File: src/rtl/cirb_pkg.sv
package cirb_pkg;
  localparam logic [7:0] OFS_CTRL  = 8'h00;
  localparam logic [7:0] OFS_RXCFG = 8'h10;
  localparam logic [7:0] OFS_DATA  = 8'h20;
  localparam logic [7:0] OFS_IEN   = 8'h2C;
  localparam logic [7:0] OFS_STAT  = 8'h30;
  localparam logic [7:0] OFS_SMPL  = 8'h34;

  localparam int FLG_OVF   = 0;
  localparam int FLG_PEND  = 1;
  localparam int FLG_AVAIL = 4;
  localparam int LVL_LSB   = 8;
  localparam int CNT_LSB   = 8;
  localparam int CNT_W     = 6;
  localparam int NHOLD     = 3;

  typedef struct packed {
    logic avail;
    logic pend;
    logic ovf;
  } flags_t;

  function automatic logic [7:0] hold_offset(input int idx);
    case (idx)
      0:       return OFS_CTRL;
      1:       return OFS_RXCFG;
      default: return OFS_SMPL;
    endcase
  endfunction
endpackage

File: src/rtl/cirb_fifo.sv
module cirb_fifo #(
  parameter int DEPTH = 16,
  parameter int DW    = 8,
  localparam int CW   = $clog2(DEPTH + 1),
  localparam int PW   = (DEPTH > 1) ? $clog2(DEPTH) : 1
) (
  input  logic          clk,
  input  logic          rst_n,
  input  logic          push_req,
  input  logic [DW-1:0] push_data,
  input  logic          pop_req,
  output logic [DW-1:0] head_data,
  output logic [CW-1:0] count,
  output logic          pop_ok,
  output logic          ovf_evt
);
  logic [DW-1:0] mem [DEPTH];
  logic [PW-1:0] wr_ptr, rd_ptr;
  logic          full_eff, push_ok;

  function automatic logic [PW-1:0] ptr_inc(input logic [PW-1:0] p);
    return (p == PW'(DEPTH - 1)) ? '0 : p + PW'(1);
  endfunction

  always_comb begin
    pop_ok   = pop_req && (count != '0);
    full_eff = (count == CW'(DEPTH)) && !pop_ok;
    push_ok  = push_req && !full_eff;
    ovf_evt  = push_req && full_eff;
  end

  assign head_data = mem[rd_ptr];

  always_ff @(posedge clk) begin
    if (push_ok) mem[wr_ptr] <= push_data;
  end

  always_ff @(posedge clk or negedge rst_n) begin
    if (!rst_n) begin
      wr_ptr <= '0;
      rd_ptr <= '0;
      count  <= '0;
    end else begin
      if (push_ok) wr_ptr <= ptr_inc(wr_ptr);
      if (pop_ok)  rd_ptr <= ptr_inc(rd_ptr);
      case ({push_ok, pop_ok})
        2'b10:   count <= count + CW'(1);
        2'b01:   count <= count - CW'(1);
        default: count <= count;
      endcase
    end
  end

  AST_COUNT_RANGE: assert property (@(posedge clk) disable iff (!rst_n)
    count <= CW'(DEPTH));
  AST_PUSH_GROWS: assert property (@(posedge clk) disable iff (!rst_n)
    (push_req && !ovf_evt && !pop_ok) |=> (count == $past(count) + CW'(1)));
  AST_DROP_KEEPS_FULL: assert property (@(posedge clk) disable iff (!rst_n)
    ovf_evt |=> (count == CW'(DEPTH)));
  AST_EMPTY_POP_NOOP: assert property (@(posedge clk) disable iff (!rst_n)
    (pop_req && count == '0 && !push_req) |=> (count == '0));
endmodule

File: src/rtl/cirb_flags.sv
module cirb_flags
  import cirb_pkg::*;
#(
  parameter int CW   = 5,
  parameter int LVLW = 4
) (
  input  logic            clk,
  input  logic            rst_n,
  input  logic [CW-1:0]   count,
  input  logic            ovf_evt,
  input  logic            pkt_end,
  input  flags_t          clr,
  input  flags_t          en,
  input  logic [LVLW-1:0] level,
  output flags_t          flags,
  output logic            irq
);
  logic [CW:0] thr;
  logic        at_level;

  assign thr      = (CW+1)'(level) + (CW+1)'(1);
  assign at_level = ({1'b0, count} >= thr);

  always_ff @(posedge clk or negedge rst_n) begin
    if (!rst_n) begin
      flags <= '0;
      irq   <= 1'b0;
    end else begin
      flags.ovf   <= (flags.ovf & ~clr.ovf) | ovf_evt;
      flags.pend  <= (flags.pend & ~clr.pend) | pkt_end;
      flags.avail <= clr.avail ? 1'b0 : (flags.avail | at_level);
      irq         <= |(flags & en);
    end
  end

  AST_OVF_SETS: assert property (@(posedge clk) disable iff (!rst_n)
    ovf_evt |=> flags.ovf);
  AST_PEND_SETS: assert property (@(posedge clk) disable iff (!rst_n)
    pkt_end |=> flags.pend);
  AST_AVAIL_LEVEL: assert property (@(posedge clk) disable iff (!rst_n)
    (at_level && !clr.avail) |=> flags.avail);
  AST_AVAIL_CLEARS: assert property (@(posedge clk) disable iff (!rst_n)
    clr.avail |=> !flags.avail);
  AST_IRQ_QUIET: assert property (@(posedge clk) disable iff (!rst_n)
    (flags == '0) |=> !irq);
  AST_IRQ_RAISE: assert property (@(posedge clk) disable iff (!rst_n)
    ((flags.ovf && en.ovf) || (flags.pend && en.pend) || (flags.avail && en.avail)) |=> irq);
endmodule

File: src/rtl/cirb_regfile.sv
module cirb_regfile
  import cirb_pkg::*;
#(
  parameter int AW   = 8,
  parameter int RW   = 32,
  parameter int DW   = 8,
  parameter int CW   = 5,
  parameter int LVLW = 4
) (
  input  logic            clk,
  input  logic            rst_n,
  input  logic            reg_wr,
  input  logic            reg_rd,
  input  logic [AW-1:0]   reg_addr,
  input  logic [RW-1:0]   reg_wdata,
  input  logic [CW-1:0]   count,
  input  flags_t          flags,
  input  logic [DW-1:0]   head_data,
  output logic            pop_req,
  output flags_t          clr,
  output flags_t          en,
  output logic [LVLW-1:0] level,
  output logic [RW-1:0]   reg_rdata
);
  logic [RW-1:0] hold_q [NHOLD];
  logic [RW-1:0] rd_val, stat_w, ien_w;
  logic          wr_stat, wr_ien;

  assign wr_stat = reg_wr && (reg_addr == AW'(OFS_STAT));
  assign wr_ien  = reg_wr && (reg_addr == AW'(OFS_IEN));
  assign pop_req = reg_rd && (reg_addr == AW'(OFS_DATA));

  always_comb begin
    clr.ovf   = wr_stat && reg_wdata[FLG_OVF];
    clr.pend  = wr_stat && reg_wdata[FLG_PEND];
    clr.avail = wr_stat && reg_wdata[FLG_AVAIL];
  end

  always_ff @(posedge clk or negedge rst_n) begin
    if (!rst_n) begin
      en    <= '0;
      level <= '0;
      for (int i = 0; i < NHOLD; i++) hold_q[i] <= '0;
    end else begin
      if (wr_ien) begin
        en.ovf   <= reg_wdata[FLG_OVF];
        en.pend  <= reg_wdata[FLG_PEND];
        en.avail <= reg_wdata[FLG_AVAIL];
        level    <= reg_wdata[LVL_LSB +: LVLW];
      end
      for (int i = 0; i < NHOLD; i++)
        if (reg_wr && reg_addr == AW'(hold_offset(i))) hold_q[i] <= reg_wdata;
    end
  end

  always_comb begin
    stat_w = '0;
    stat_w[CNT_LSB +: CNT_W] = CNT_W'(count);
    stat_w[FLG_OVF]   = flags.ovf;
    stat_w[FLG_PEND]  = flags.pend;
    stat_w[FLG_AVAIL] = flags.avail;
    ien_w = '0;
    ien_w[FLG_OVF]   = en.ovf;
    ien_w[FLG_PEND]  = en.pend;
    ien_w[FLG_AVAIL] = en.avail;
    ien_w[LVL_LSB +: LVLW] = level;
  end

  always_comb begin
    rd_val = '0;
    if (reg_addr == AW'(OFS_DATA))      rd_val = (count != '0) ? RW'(head_data) : '0;
    else if (reg_addr == AW'(OFS_STAT)) rd_val = stat_w;
    else if (reg_addr == AW'(OFS_IEN))  rd_val = ien_w;
    for (int i = 0; i < NHOLD; i++)
      if (reg_addr == AW'(hold_offset(i))) rd_val = hold_q[i];
  end

  always_ff @(posedge clk or negedge rst_n) begin
    if (!rst_n)      reg_rdata <= '0;
    else if (reg_rd) reg_rdata <= rd_val;
  end

  AST_EMPTY_READ_ZERO: assert property (@(posedge clk) disable iff (!rst_n)
    (pop_req && count == '0) |=> (reg_rdata == '0));
  AST_CLEAR_ONLY_STAT: assert property (@(posedge clk) disable iff (!rst_n)
    !wr_stat |-> (clr == '0));
endmodule

File: src/rtl/cir_rx_buffer.sv
module cir_rx_buffer
  import cirb_pkg::*;
#(
  parameter int DEPTH = 16,
  parameter int DW    = 8,
  parameter int AW    = 8,
  parameter int RW    = 32,
  parameter int LVLW  = 4,
  localparam int CW   = $clog2(DEPTH + 1)
) (
  input  logic          clk,
  input  logic          rst_n,
  input  logic          smp_valid,
  output logic          smp_ready,
  input  logic [DW-1:0] smp_data,
  input  logic          smp_pkt_end,
  input  logic          reg_wr,
  input  logic          reg_rd,
  input  logic [AW-1:0] reg_addr,
  input  logic [RW-1:0] reg_wdata,
  output logic [RW-1:0] reg_rdata,
  output logic          irq
);
  logic [DW-1:0]   head_data;
  logic [CW-1:0]   count;
  logic            pop_req, pop_ok, ovf_evt;
  flags_t          flags, clr, en;
  logic [LVLW-1:0] level;

  assign smp_ready = 1'b1;

  cirb_fifo #(.DEPTH(DEPTH), .DW(DW)) u_fifo (
    .clk(clk), .rst_n(rst_n),
    .push_req(smp_valid), .push_data(smp_data),
    .pop_req(pop_req), .head_data(head_data),
    .count(count), .pop_ok(pop_ok), .ovf_evt(ovf_evt)
  );

  cirb_flags #(.CW(CW), .LVLW(LVLW)) u_flags (
    .clk(clk), .rst_n(rst_n), .count(count), .ovf_evt(ovf_evt),
    .pkt_end(smp_pkt_end), .clr(clr), .en(en), .level(level),
    .flags(flags), .irq(irq)
  );

  cirb_regfile #(.AW(AW), .RW(RW), .DW(DW), .CW(CW), .LVLW(LVLW)) u_regs (
    .clk(clk), .rst_n(rst_n), .reg_wr(reg_wr), .reg_rd(reg_rd),
    .reg_addr(reg_addr), .reg_wdata(reg_wdata), .count(count),
    .flags(flags), .head_data(head_data), .pop_req(pop_req),
    .clr(clr), .en(en), .level(level), .reg_rdata(reg_rdata)
  );

  AST_READY_HIGH: assert property (@(posedge clk) disable iff (!rst_n)
    smp_ready);
  AST_POP_NEEDS_DATA: assert property (@(posedge clk) disable iff (!rst_n)
    pop_ok |-> (count != '0));
endmodule

File: config.mk
export PLATFORM = sky130hd
export DESIGN_NAME = cir_rx_buffer
export DESIGN_NICKNAME = d
export VERILOG_FILES = /design/src/rtl/cirb_pkg.sv /design/src/rtl/cirb_fifo.sv /design/src/rtl/cirb_flags.sv /design/src/rtl/cirb_regfile.sv /design/src/rtl/cir_rx_buffer.sv
export SDC_FILE = /design/constraint.sdc
export NUM_CORES = 1
export LEC_CHECK = 0
export BUFFER_PORTS_ARGS = -buffer_cell sky130_fd_sc_hd__buf_2
export CORE_ASPECT_RATIO = 0.8
export CORE_UTILIZATION = 45
export CTS_BUF_LIST = sky130_fd_sc_hd__clkbuf_4
export DETAILED_ROUTE_END_ITERATION = 16
export GPL_TIMING_DRIVEN = 0
export PLACE_DENSITY = 0.59
export SKIP_CTS_REPAIR_TIMING = 1
export SYNTH_ARGS = -nofsm -noshare
export SYNTH_HDL_FRONTEND = slang
export SYNTH_SLANG_ARGS = --single-unit
File: constraint.sdc
create_clock -name clk -period 3.85 [get_ports clk]
set_clock_uncertainty 0.1 [all_clocks]
set_input_delay 0.1925 -clock clk [delete_from_list [all_inputs] [get_ports clk]]
set_output_delay 0.1925 -clock clk [all_outputs]
set_load 0.005 [all_outputs]
==> impl_metrics.json, run 1 <==
{
  "outcome": "finished clean",
  "drv_cap": 0,
  "drive_above_1_share_pct": 34.4,
  "tritoncts": "done",
  "clock_transition_at_path_regs_ns": 0.06,
  "postSynthAreaPerCell_sq_um": 14.9,
  "fin_crit_share_pct": 82.5,
  "regToRegEndpoint": "u_fifo.count[4]",
  "seq_power_share_pct": 50.8,
  "power-per-cell-area_nw_per_um2": 481,
  "cts_root_buffer": "clkbuf_4",
  "post_synth_instance_area_sq_um": 11900,
  "routed_wirelength_um": 28600,
  "worst_slack_after_detailed_placement_ns": 0.295,
  "mean_routed_wirelength_per_cell_um": 20.2,
  "power.clock.fraction_pct": 37.4,
  "worst_path_max_delay_cell": "or4_1",
  "dieWidth_um": 184,
  "highest_clock_rate_mhz": 315,
  "drt_iter0_markers": 624,
  "r2r_cells": 11,
  "synth.cells.most_frequent": "152 x dfrtp_1, 128 x edfxtp_1, 107 x mux2_2",
  "whs_path_depth": 4,
  "die-area_sq_um": 27100,
  "ys_dominant_reg_cell": "dfrtp_1",
  "hold_path.startpoint": "reg_addr[0]",
  "criticalPathCategory": "register to register",
  "ioPinCount": 88,
  "final_critical_path_setup_slack_ns": 0.672,
  "ctsHtreeMaxLevel": 3,
  "finalNonFillerCells": 1416,
  "synth.yosys.warnings": 0,
  "nNetsFinal": 1082,
  "power.switching_mw": 1.78,
  "worst_pin_slew_ns": 1.04,
  "maximum_fanout_encountered_on_the_critical_timing_path": 8,
  "grt_start_max_net_pins": 97,
  "r2r_start": "u_fifo.count[1]",
  "drt-vias-per-instance": 5.49,
  "fillers": 2177,
  "timing.critical_path.from_type": "register",
  "number_of_antenna_violations_at_the_first_check_in_global_routing": 1,
  "fin_crit_ns": 3.18,
  "yosys_register_bits": 280,
  "cts-root-to-sink-buffers": 3,
  "p_int_mw": 5.10,
  "io_buffers": 85,
  "stdcell_area_sq_um": 14300,
  "postSynth.asyncResetShare_pct": 54.3,
  "drt_pre_antenna_iters": 5,
  "sw_frac_of_total_pct": 25.9,
  "timing.final.hold_violations": 0,
  "placeableCoreArea_sq_um": 25600,
  "row_count": 52,
  "final_number_of_setup_violating_endpoints": 0,
  "hold_end": "u_fifo.rd_ptr[1]",
  "gate_power_share_pct": 11.8,
  "hold_path.class": "input port to register",
  "crit_required_ns": 4.34,
  "wire_length_of_the_first_global_routing_pass_um": 43300,
  "arrival_ns": 3.66,
  "die_outline_height_um": 147,
  "initial_core_util_pct": 46.3,
  "rsz0062_at_grt": "no",
  "critPathCaptureType": "register",
  "yosysSeqAreaShare_pct": 64.4,
  "seqCellArea_sq_um": 7650,
  "overflow": 0,
  "crit_path_cell_chain": "or4_1 -> buf_2 -> o21ai_0 -> or2_2 -> inv_1 -> ha_1 -> nor2b_1 -> o21a_1 -> or2_2 -> o311ai_0 -> o21a_1",
  "hpwlAfterDp_um": 18900,
  "clk-insertion-delay-late_ns": 0.70,
  "num_vias": 7768,
  "final_max_slew_viol_count": 0,
  "place_area_sq_um": 12800,
  "yosys.area.top_type": "edfxtp_1",
  "layout_area_growth_over_synthesis_pct": 20.3,
  "synth_fp_nets": 868,
  "synthDominantCellAreaShare_pct": 32.4,
  "post-route-drc-count": 0,
  "synth-edff-count": 128,
  "timing.slew.headroom_pct": 30.4,
  "multi_input_comb_area_sq_um": 3990,
  "vias_in_the_first_global_route": 7482,
  "dp_cells": 1237,
  "tritoncts_num_sinks": 280,
  "synthCells": 799,
  "tns_ns": 0,
  "reg2reg_setup_slack_ns": 0.67,
  "power.static_leakage_nw": 5.95,
  "antenna_left": 0,
  "ys_top_cells_by_area": "edfxtp_1 32%, dfrtp_1 32%, mux2_2 10%",
  "synth.distinct_cells": 62,
  "critPathMaxStageDelay_ns": 0.53,
  "yosysMostFrequentCell": "dfrtp_1",
  "gpl.final_weighted_congestion": 0.800,
  "globalRouteTotalUtil_pct": 21.5,
  "ir_worst_vdd_uv": 261,
  "total_cts_buffers": 71
}
==> how the worst max path moves through the flow <==
stage	start	end	slack [ns]	cells past startpoint
final	u_fifo.count[1]	u_fifo.count[4]	0.67	11
after detailed placement	reg_addr[3]	u_fifo.mem[0][0]	0.30	8
after floorplan	reg_addr[3]	u_fifo.count[4]	0.95	11
after global routing	u_fifo.count[1]	u_fifo.mem[0][4]	0.54	8
after global placement	reg_addr[3]	u_fifo.mem[1][0]	-0.13	7
after CTS	u_fifo.count[1]	u_fifo.count[4]	0.69	11
==> per-stage QoR <==
step                hold WS, ns  util (%)  total power, mW
detailed placement       0.0585      50.0             4.32
CTS                      -0.677      53.5             6.91
global route             0.0105      55.7             7.22
finish                   0.0281      55.7             6.88
floorplan                -0.203         -             4.00
global placement          0.275      49.7             4.29
==> cell type report <==
type | count | area share, %
antenna | 2 | 0.0350
buffer | 49 | 1.52
clock buffer | 98 | 5.15
clock inverter | 25 | 1.28
inverter | 11 | 0.289
multi-input combinational | 459 | 27.9
sequential | 280 | 53.5
tap | 351 | 3.07
timing repair buffer | 141 | 7.20
==> state kept, by name, indices dropped and copies added, names as in the netlist <==
register,cells
u_fifo.count,5
u_fifo.mem,128
u_fifo.rd_ptr,4
u_fifo.wr_ptr,4
u_flags.flags,3
u_flags.irq,1
u_regs.en,3
u_regs.hold_q,96
u_regs.level,4
u_regs.reg_rdata,32
==> cell usage in the layout (no fill, tap or decap), drive strengths merged, types with 5 or more instances in the layout <==
cell type	n
a2111oi	5
a211oi	5
a21o	6
a21oi	25
a222oi	24
a22o	6
a22oi	8
a31oi	7
buf	115
clkbuf	120
clkinv	20
dfrtp	152
dlygate4sd3	53
edfxtp	128
ha	14
inv	12
mux2	112
mux2i	7
mux4	24
nand2	24
nand2b	9
nand3	14
nor2	58
nor2b	17
nor3	13
nor4	6
o211ai	8
o21a	5
o21ai	15
xnor2	5
==> cells by family after synthesis <==
family | Yosys count | synth area share (%)
flip-flops | 280 | 64.4
AND/OR/NAND/NOR | 158 | 6.93
multiplexers | 143 | 15.8
AO/OA/AOI/OAI | 135 | 8.52
buffers and inverters | 60 | 2.17
adder cells (fa/ha/maj) | 15 | 1.64
XOR/XNOR | 7 | 0.516
other | 1 | 0.0316
==> power by group through the flow <==
stage | sequential [mW] | clock (mW) | combinational (mW)
final | 3.49 | 2.57 | 0.811
after global routing | 3.52 | 2.79 | 0.908
after CTS | 3.49 | 2.65 | 0.768
after detailed placement | 3.55 | 0 | 0.767
after global placement | 3.55 | 0 | 0.745
after floorplan | 3.52 | 0 | 0.484
==> worst max-delay path: cells and delay by family (launching register included) <==
kind,cells,cell delay [ns]
DFF,1,0.44
adders and majority gates,1,0.32
AOI/OAI and AO/OA,4,0.86
and+or+nand+nor,4,1.12
buffers and inverters,2,0.27
==> metal layers <==
layer  GRT usage (%)  part of all wire [%]
met3            6.42                   6.7
met2            29.1                    42
met5               0                     0
met1            32.9                    49
met4            6.67                   1.6
Note: power is estimated with default switching activity, not from simulation.
==> run 2, diff against run 1 <==
Settings changed: PLACE_DENSITY 0.59 to 0.61.
Clock period 3.85 ns to 2.8 ns, I/O delays scaled along.
==> run 2 against run 1 <==
  * The flow now finishes with violations (setup timing)
  * Sequential power up 38%
  * Via count down 0.80%
  * Die area unchanged
  * Clock-buffer cell count up 1
  * Core utilization up 0.33 points
  * Global-route usage down 0.072 points
  * Combinational power up 53%
  * Worst setup slack worse by 0.79 ns
  * Final cell count down 0.14%
  * Clock power up 30%
  * Largest cell class unchanged
  * Highest routed layer unchanged
==> impl_metrics.json, run 2 (synthesized netlist as in run 1, its figures left out) <==
{
  "outcome": "finished, violations left",
  "violations": "setup timing",
  "r2r_start": "u_fifo.count[4]",
  "routed_wirelength_um": 28300,
  "cts_root_buffer": "clkbuf_4",
  "die-area_sq_um": 27100,
  "wire_length_of_the_first_global_routing_pass_um": 43300,
  "vias_in_the_first_global_route": 7628,
  "met2WireLength_um": 12100,
  "mostFrequentLayoutCell": "dfrtp_1",
  "dieWidth_um": 184,
  "timing.final.hold_violations": 0,
  "fin_total_pwr_mw": 9.38,
  "ir_worst_vdd_uv": 280,
  "globalRouteTotalUtil_pct": 21.4,
  "dp_cells": 1236,
  "largest_register_ff_count": 128,
  "overflow": 0,
  "drv_cap": 0,
  "row_count": 52,
  "antenna_left": 0,
  "placeableCoreArea_sq_um": 25600,
  "m1WireLength_um": 14400,
  "final_max_slew_viol_count": 0,
  "drt_iter0_markers": 600,
  "finalNonFillerCells": 1414,
  "finish.utilization_pct": 56.1,
  "hold_path.startpoint": "reg_addr[0]",
  "highest_clock_rate_mhz": 343,
  "post-route-drc-count": 0,
  "layout_area_growth_over_synthesis_pct": 21.0,
  "place_area_sq_um": 12800,
  "stdcell_area_sq_um": 14400,
  "drt-vias-per-instance": 5.45,
  "dr.max_layer_used": "met4",
  "clock_transition_at_path_regs_ns": 0.06,
  "largestRegisters": "u_fifo.mem: 128 flops, u_regs.hold_q: 96 flops, u_regs.reg_rdata: 32 flops",
  "total_cts_buffers": 71,
  "top_register_by_number_of_flip_flops": "u_fifo.mem",
  "fin_crit_ns": 2.92,
  "timing.critical_path.from_type": "register",
  "most-common-layout-cells": "150 x dfrtp_1, 128 x edfxtp_1, 107 x mux2_2",
  "hpwlAfterDp_um": 18900,
  "tritoncts_num_sinks": 280,
  "mean_routed_wirelength_per_cell_um": 20.0,
  "drive_above_1_share_pct": 36.4,
  "cts-root-to-sink-buffers": 3,
  "crit_required_ns": 2.94,
  "wl_met3_um": 1440,
  "tns_ns": -1.82,
  "fin_crit_share_pct": 104,
  "ctsHtreeMaxLevel": 3,
  "worst_pin_slew_ns": 0.942,
  "gpl.final_weighted_congestion": 0.813,
  "number_of_antenna_violations_at_the_first_check_in_global_routing": 2,
  "critPathCaptureType": "register",
  "die_outline_height_um": 147,
  "startpoint": "u_fifo.count[4]",
  "initial_core_util_pct": 46.3,
  "finalHoldWorstSlack_ns": 0.00203,
  "rsz0062_at_grt": "yes",
  "worst_slack_after_detailed_placement_ns": -0.901,
  "power-per-cell-area_nw_per_um2": 653,
  "clk-insertion-delay-late_ns": 0.70,
  "ioPinCount": 88,
  "grt_start_max_net_pins": 84,
  "timing.slew.headroom_pct": 36.8,
  "num_vias": 7706,
  "hold_path.class": "input port to register",
  "nNetsFinal": 1086,
  "final_critical_path_setup_slack_ns": -0.119,
  "power.static_leakage_nw": 5.95,
  "tritoncts": "done",
  "io_buffers": 85,
  "drt_pre_antenna_iters": 7,
  "arrival_ns": 3.06,
  "final_number_of_setup_violating_endpoints": 33,
  "criticalPathCategory": "register to register",
  "maximum_fanout_encountered_on_the_critical_timing_path": 10
}
[run 2: area by class of cell]
type | count | area (sq um)
Antenna cell | 1 | 2.50
Buffer | 48 | 219
Clock buffer | 99 | 743
Clock inverter | 19 | 110
Fill cell | 2195 | 11300
Inverter | 11 | 41.3
Multi-Input combinational cell | 459 | 4070
Sequential cell | 280 | 7650
Tap cell | 351 | 439
Timing Repair Buffer | 146 | 1090
[run 2: worst max-delay path, stage by stage (launching register included)]
cell and delay, ns:
dfrtp_1 0.38, clkbuf_1 0.25, inv_1 0.20, or2_1 0.17, o21a_1 0.29, buf_2 0.27, nand2_2 0.14, nor3_2 0.73
[run 2: final timing paths]
path	endpoint	slack [ns]	cells past startpoint
max	u_fifo.mem[3][1]	-0.12	7
min	u_regs.reg_rdata[4]	0.002	5
max reg2reg	u_fifo.mem[3][1]	-0.12	7
min reg2reg	u_regs.reg_rdata[10]	0.38	1
max in group asynchronous	u_regs.reg_rdata[25]	1.68	4
min in group asynchronous	u_flags.flags[0]	0.50	4
[run 2: layer usage]
layer  vias up  track usage (%)
li1       3549                -
met5         -                0
met4         0             6.92
met1      3936             33.6
met3        29             4.96
met2       192             29.1
[run 2: power breakdown]
| part | leakage [nW] | internal, mW | switching (mW) |
|---|---|---|---|
| Sequential | 3.18 | 4.65 | 0.152 |
| Combinational | 2.26 | 0.516 | 0.725 |
| Clock | 0.511 | 1.72 | 1.61 |
| Total | 5.95 | 6.89 | 2.49 |
==> run 3, diff against run 2 <==
Settings changed: SYNTH_HIERARCHICAL set to 1.
==> run 3 against run 2 <==
  * The run now ends clean
  * Synthesized cell count grew 7.1%
  * Largest cell class unchanged
  * Highest routed layer unchanged
  * Clock-buffer cell count grew 8
  * Critical endpoint is now u_fifo/mem[10][0]
  * Hold slack gained 0.024 ns
  * Fmax grew 6.9%
  * Combinational power grew 17%
  * Critical path type is now input port to register
  * Non-clock buffer count grew 3
  * Sequential cell count is the same
==> impl_metrics.json, run 3 <==
{
  "mean_routed_wirelength_per_cell_um": 19.5,
  "criticalPathCategory": "input port to register",
  "hold_path.class": "input port to register",
  "most-common-layout-cells": "150 x dfrtp_1, 128 x edfxtp_1, 108 x clkbuf_4",
  "cts_root_buffer": "clkbuf_4",
  "tritoncts": "done",
  "mostFrequentLayoutCell": "dfrtp_1",
  "drt_pre_antenna_iters": 6,
  "fin_crit_ns": 2.73,
  "fin_crit_share_pct": 97.5,
  "die_outline_height_um": 151,
  "yosys.area.top_type": "edfxtp_1",
  "row_count": 54,
  "antenna_left": 0,
  "routed_wirelength_um": 29100,
  "ys_top_cells_by_area": "edfxtp_1 31%, dfrtp_1 31%, mux2_4 7.2%",
  "ir_worst_vdd_uv": 278,
  "post_synth_instance_area_sq_um": 12500,
  "drive_above_1_share_pct": 35.2,
  "yosys_register_bits": 280,
  "initial_core_util_pct": 45.8,
  "drt_iter0_markers": 631,
  "outcome": "finished clean",
  "total_cts_buffers": 74,
  "highest_clock_rate_mhz": 366,
  "placeableCoreArea_sq_um": 27200,
  "wire_length_of_the_first_global_routing_pass_um": 44000,
  "maximum_fanout_encountered_on_the_critical_timing_path": 9,
  "synth.yosys.warnings": 6,
  "synth-edff-count": 128,
  "tritoncts_num_sinks": 280,
  "dieWidth_um": 188,
  "timing.slew.headroom_pct": 35.7,
  "gpl.final_weighted_congestion": 0.802,
  "arrival_ns": 2.90,
  "yosysSeqAreaShare_pct": 61.3,
  "cts-root-to-sink-buffers": 3,
  "rsz0062_at_grt": "yes",
  "timing.critical_path.from_type": "input port",
  "num_vias": 8019,
  "overflow": 0,
  "synth.distinct_cells": 60,
  "synthDominantCellAreaShare_pct": 30.8,
  "synth.cells.most_frequent": "152 x dfrtp_1, 128 x edfxtp_1, 60 x mux2_4",
  "crit_required_ns": 2.97,
  "clock_transition_at_path_regs_ns": 0.06,
  "yosysMostFrequentCell": "dfrtp_1",
  "worst_pin_slew_ns": 0.960,
  "post-route-drc-count": 0,
  "largestRegisters": "u_fifo/mem: 128 flops, u_regs/hold_q: 96 flops, u_regs/reg_rdata: 32 flops",
  "final_max_slew_viol_count": 0,
  "io_buffers": 84,
  "drt-vias-per-instance": 5.36,
  "die-area_sq_um": 28400,
  "ys_dominant_reg_cell": "dfrtp_1",
  "number_of_antenna_violations_at_the_first_check_in_global_routing": 1,
  "dp_cells": 1307,
  "ioPinCount": 88,
  "layout_area_growth_over_synthesis_pct": 20.4,
  "reg2reg_setup_slack_ns": 0.08,
  "postSynthAreaPerCell_sq_um": 14.6,
  "power-per-cell-area_nw_per_um2": 649,
  "largest_register_ff_count": 128,
  "synth_fp_nets": 925,
  "clk-insertion-delay-late_ns": 0.69,
  "vias_in_the_first_global_route": 7769,
  "timing.final.hold_violations": 0,
  "top_register_by_number_of_flip_flops": "u_fifo/mem",
  "postSynth.asyncResetShare_pct": 54.3,
  "power.static_leakage_nw": 6.24,
  "synthCells": 856,
  "drv_cap": 0,
  "grt_start_max_net_pins": 85,
  "nNetsFinal": 1150,
  "globalRouteTotalUtil_pct": 20.4,
  "finish.utilization_pct": 55.1,
  "critPathCaptureType": "register",
  "final_number_of_setup_violating_endpoints": 0,
  "hpwlAfterDp_um": 19200,
  "finalNonFillerCells": 1497,
  "ctsHtreeMaxLevel": 3
}
## run 3: cell types whose count changed after synthesis, sizes merged, moves of 12 or more
cell / change
mux2i: +20
o22ai: +27
a222oi: -23
mux2: -13
a21oi: +16
nand2: +17
inv: +32
nor2b: -13
o21ai: +12
## run 3: cell families after synthesis
kind of cell,Yosys count,share of synthesized area (%)
AOI/OAI and AO/OA,158,8.19
xor gates and xnor gates,8,0.562
adders and majority gates,15,1.57
buffers and inverters,91,3.82
DFF,280,61.3
muxes,158,18.7
other,1,0.0301
and+or+nand+nor,145,5.79
## run 3: final timing paths
path	startpoint	end	cells after the start
setup / recovery	reg_addr[3]	u_fifo/mem[10][0]	9
hold / removal	reg_addr[5]	u_regs/reg_rdata[0]	5
setup reg to reg	u_fifo/count[1]	u_fifo/count[1]	9
hold reg to reg	u_regs/hold_q[4]	u_regs/hold_q[4]	2
max in group asynchronous	rst_n	u_fifo/count[1]	4
min in group asynchronous	rst_n	u_fifo/rd_ptr[1]	3
## run 3: layout make-up
| cell class | instances | area, sq um |
|---|---|---|
| Clock inverter | 20 | 109 |
| Antenna cell | 1 | 2.50 |
| Multi-Input combinational cell | 485 | 4420 |
| Timing Repair Buffer | 149 | 1090 |
| Tap cell | 364 | 455 |
| Fill cell | 2243 | 12200 |
| Inverter | 43 | 161 |
| Clock buffer | 107 | 803 |
| Sequential cell | 280 | 7650 |
| Buffer | 48 | 322 |
## run 3: critical path, cell delays in order
cell and delay (ns):
buf_2 0.13, or4_4 0.61, nor2_1 0.15, and4_1 0.26, clkbuf_2 0.26, inv_1 0.11, nand3_1 0.14, nand2_1 0.26
nor2_1 0.82
## run 3: per-stage QoR
step	TNS (ns)	hold WS [ns]	setup WS (ns)	area, sq um	power, mW
4_1_cts	-1.98	-0.724	-0.244	14300	9.70
3_3_place_gp	-218.14	0.259	-1.01	13400	6.16
2_1_floorplan	0	-0.256	0.0361	12500	5.73
3_5_place_dp	-65.91	0.0476	-0.836	13400	6.20
5_1_grt	-0.0607	0.0226	-0.0251	15000	10.2
6_report	0	0.0258	0.0694	15000	9.75
## run 3: per-layer routing
layer	global-route usage [%]	part of all wire, %	vias to the layer above
li1	-	-	3701
met2	27.9	43	247
met1	31.7	50	4021
met5	0	0	-
met3	4.05	5.3	50
met4	7.40	2.1	0
## run 3: power breakdown
group,switching [mW],internal (mW)
Combinational,0.810,0.637
Clock,1.69,1.77
Sequential,0.201,4.64
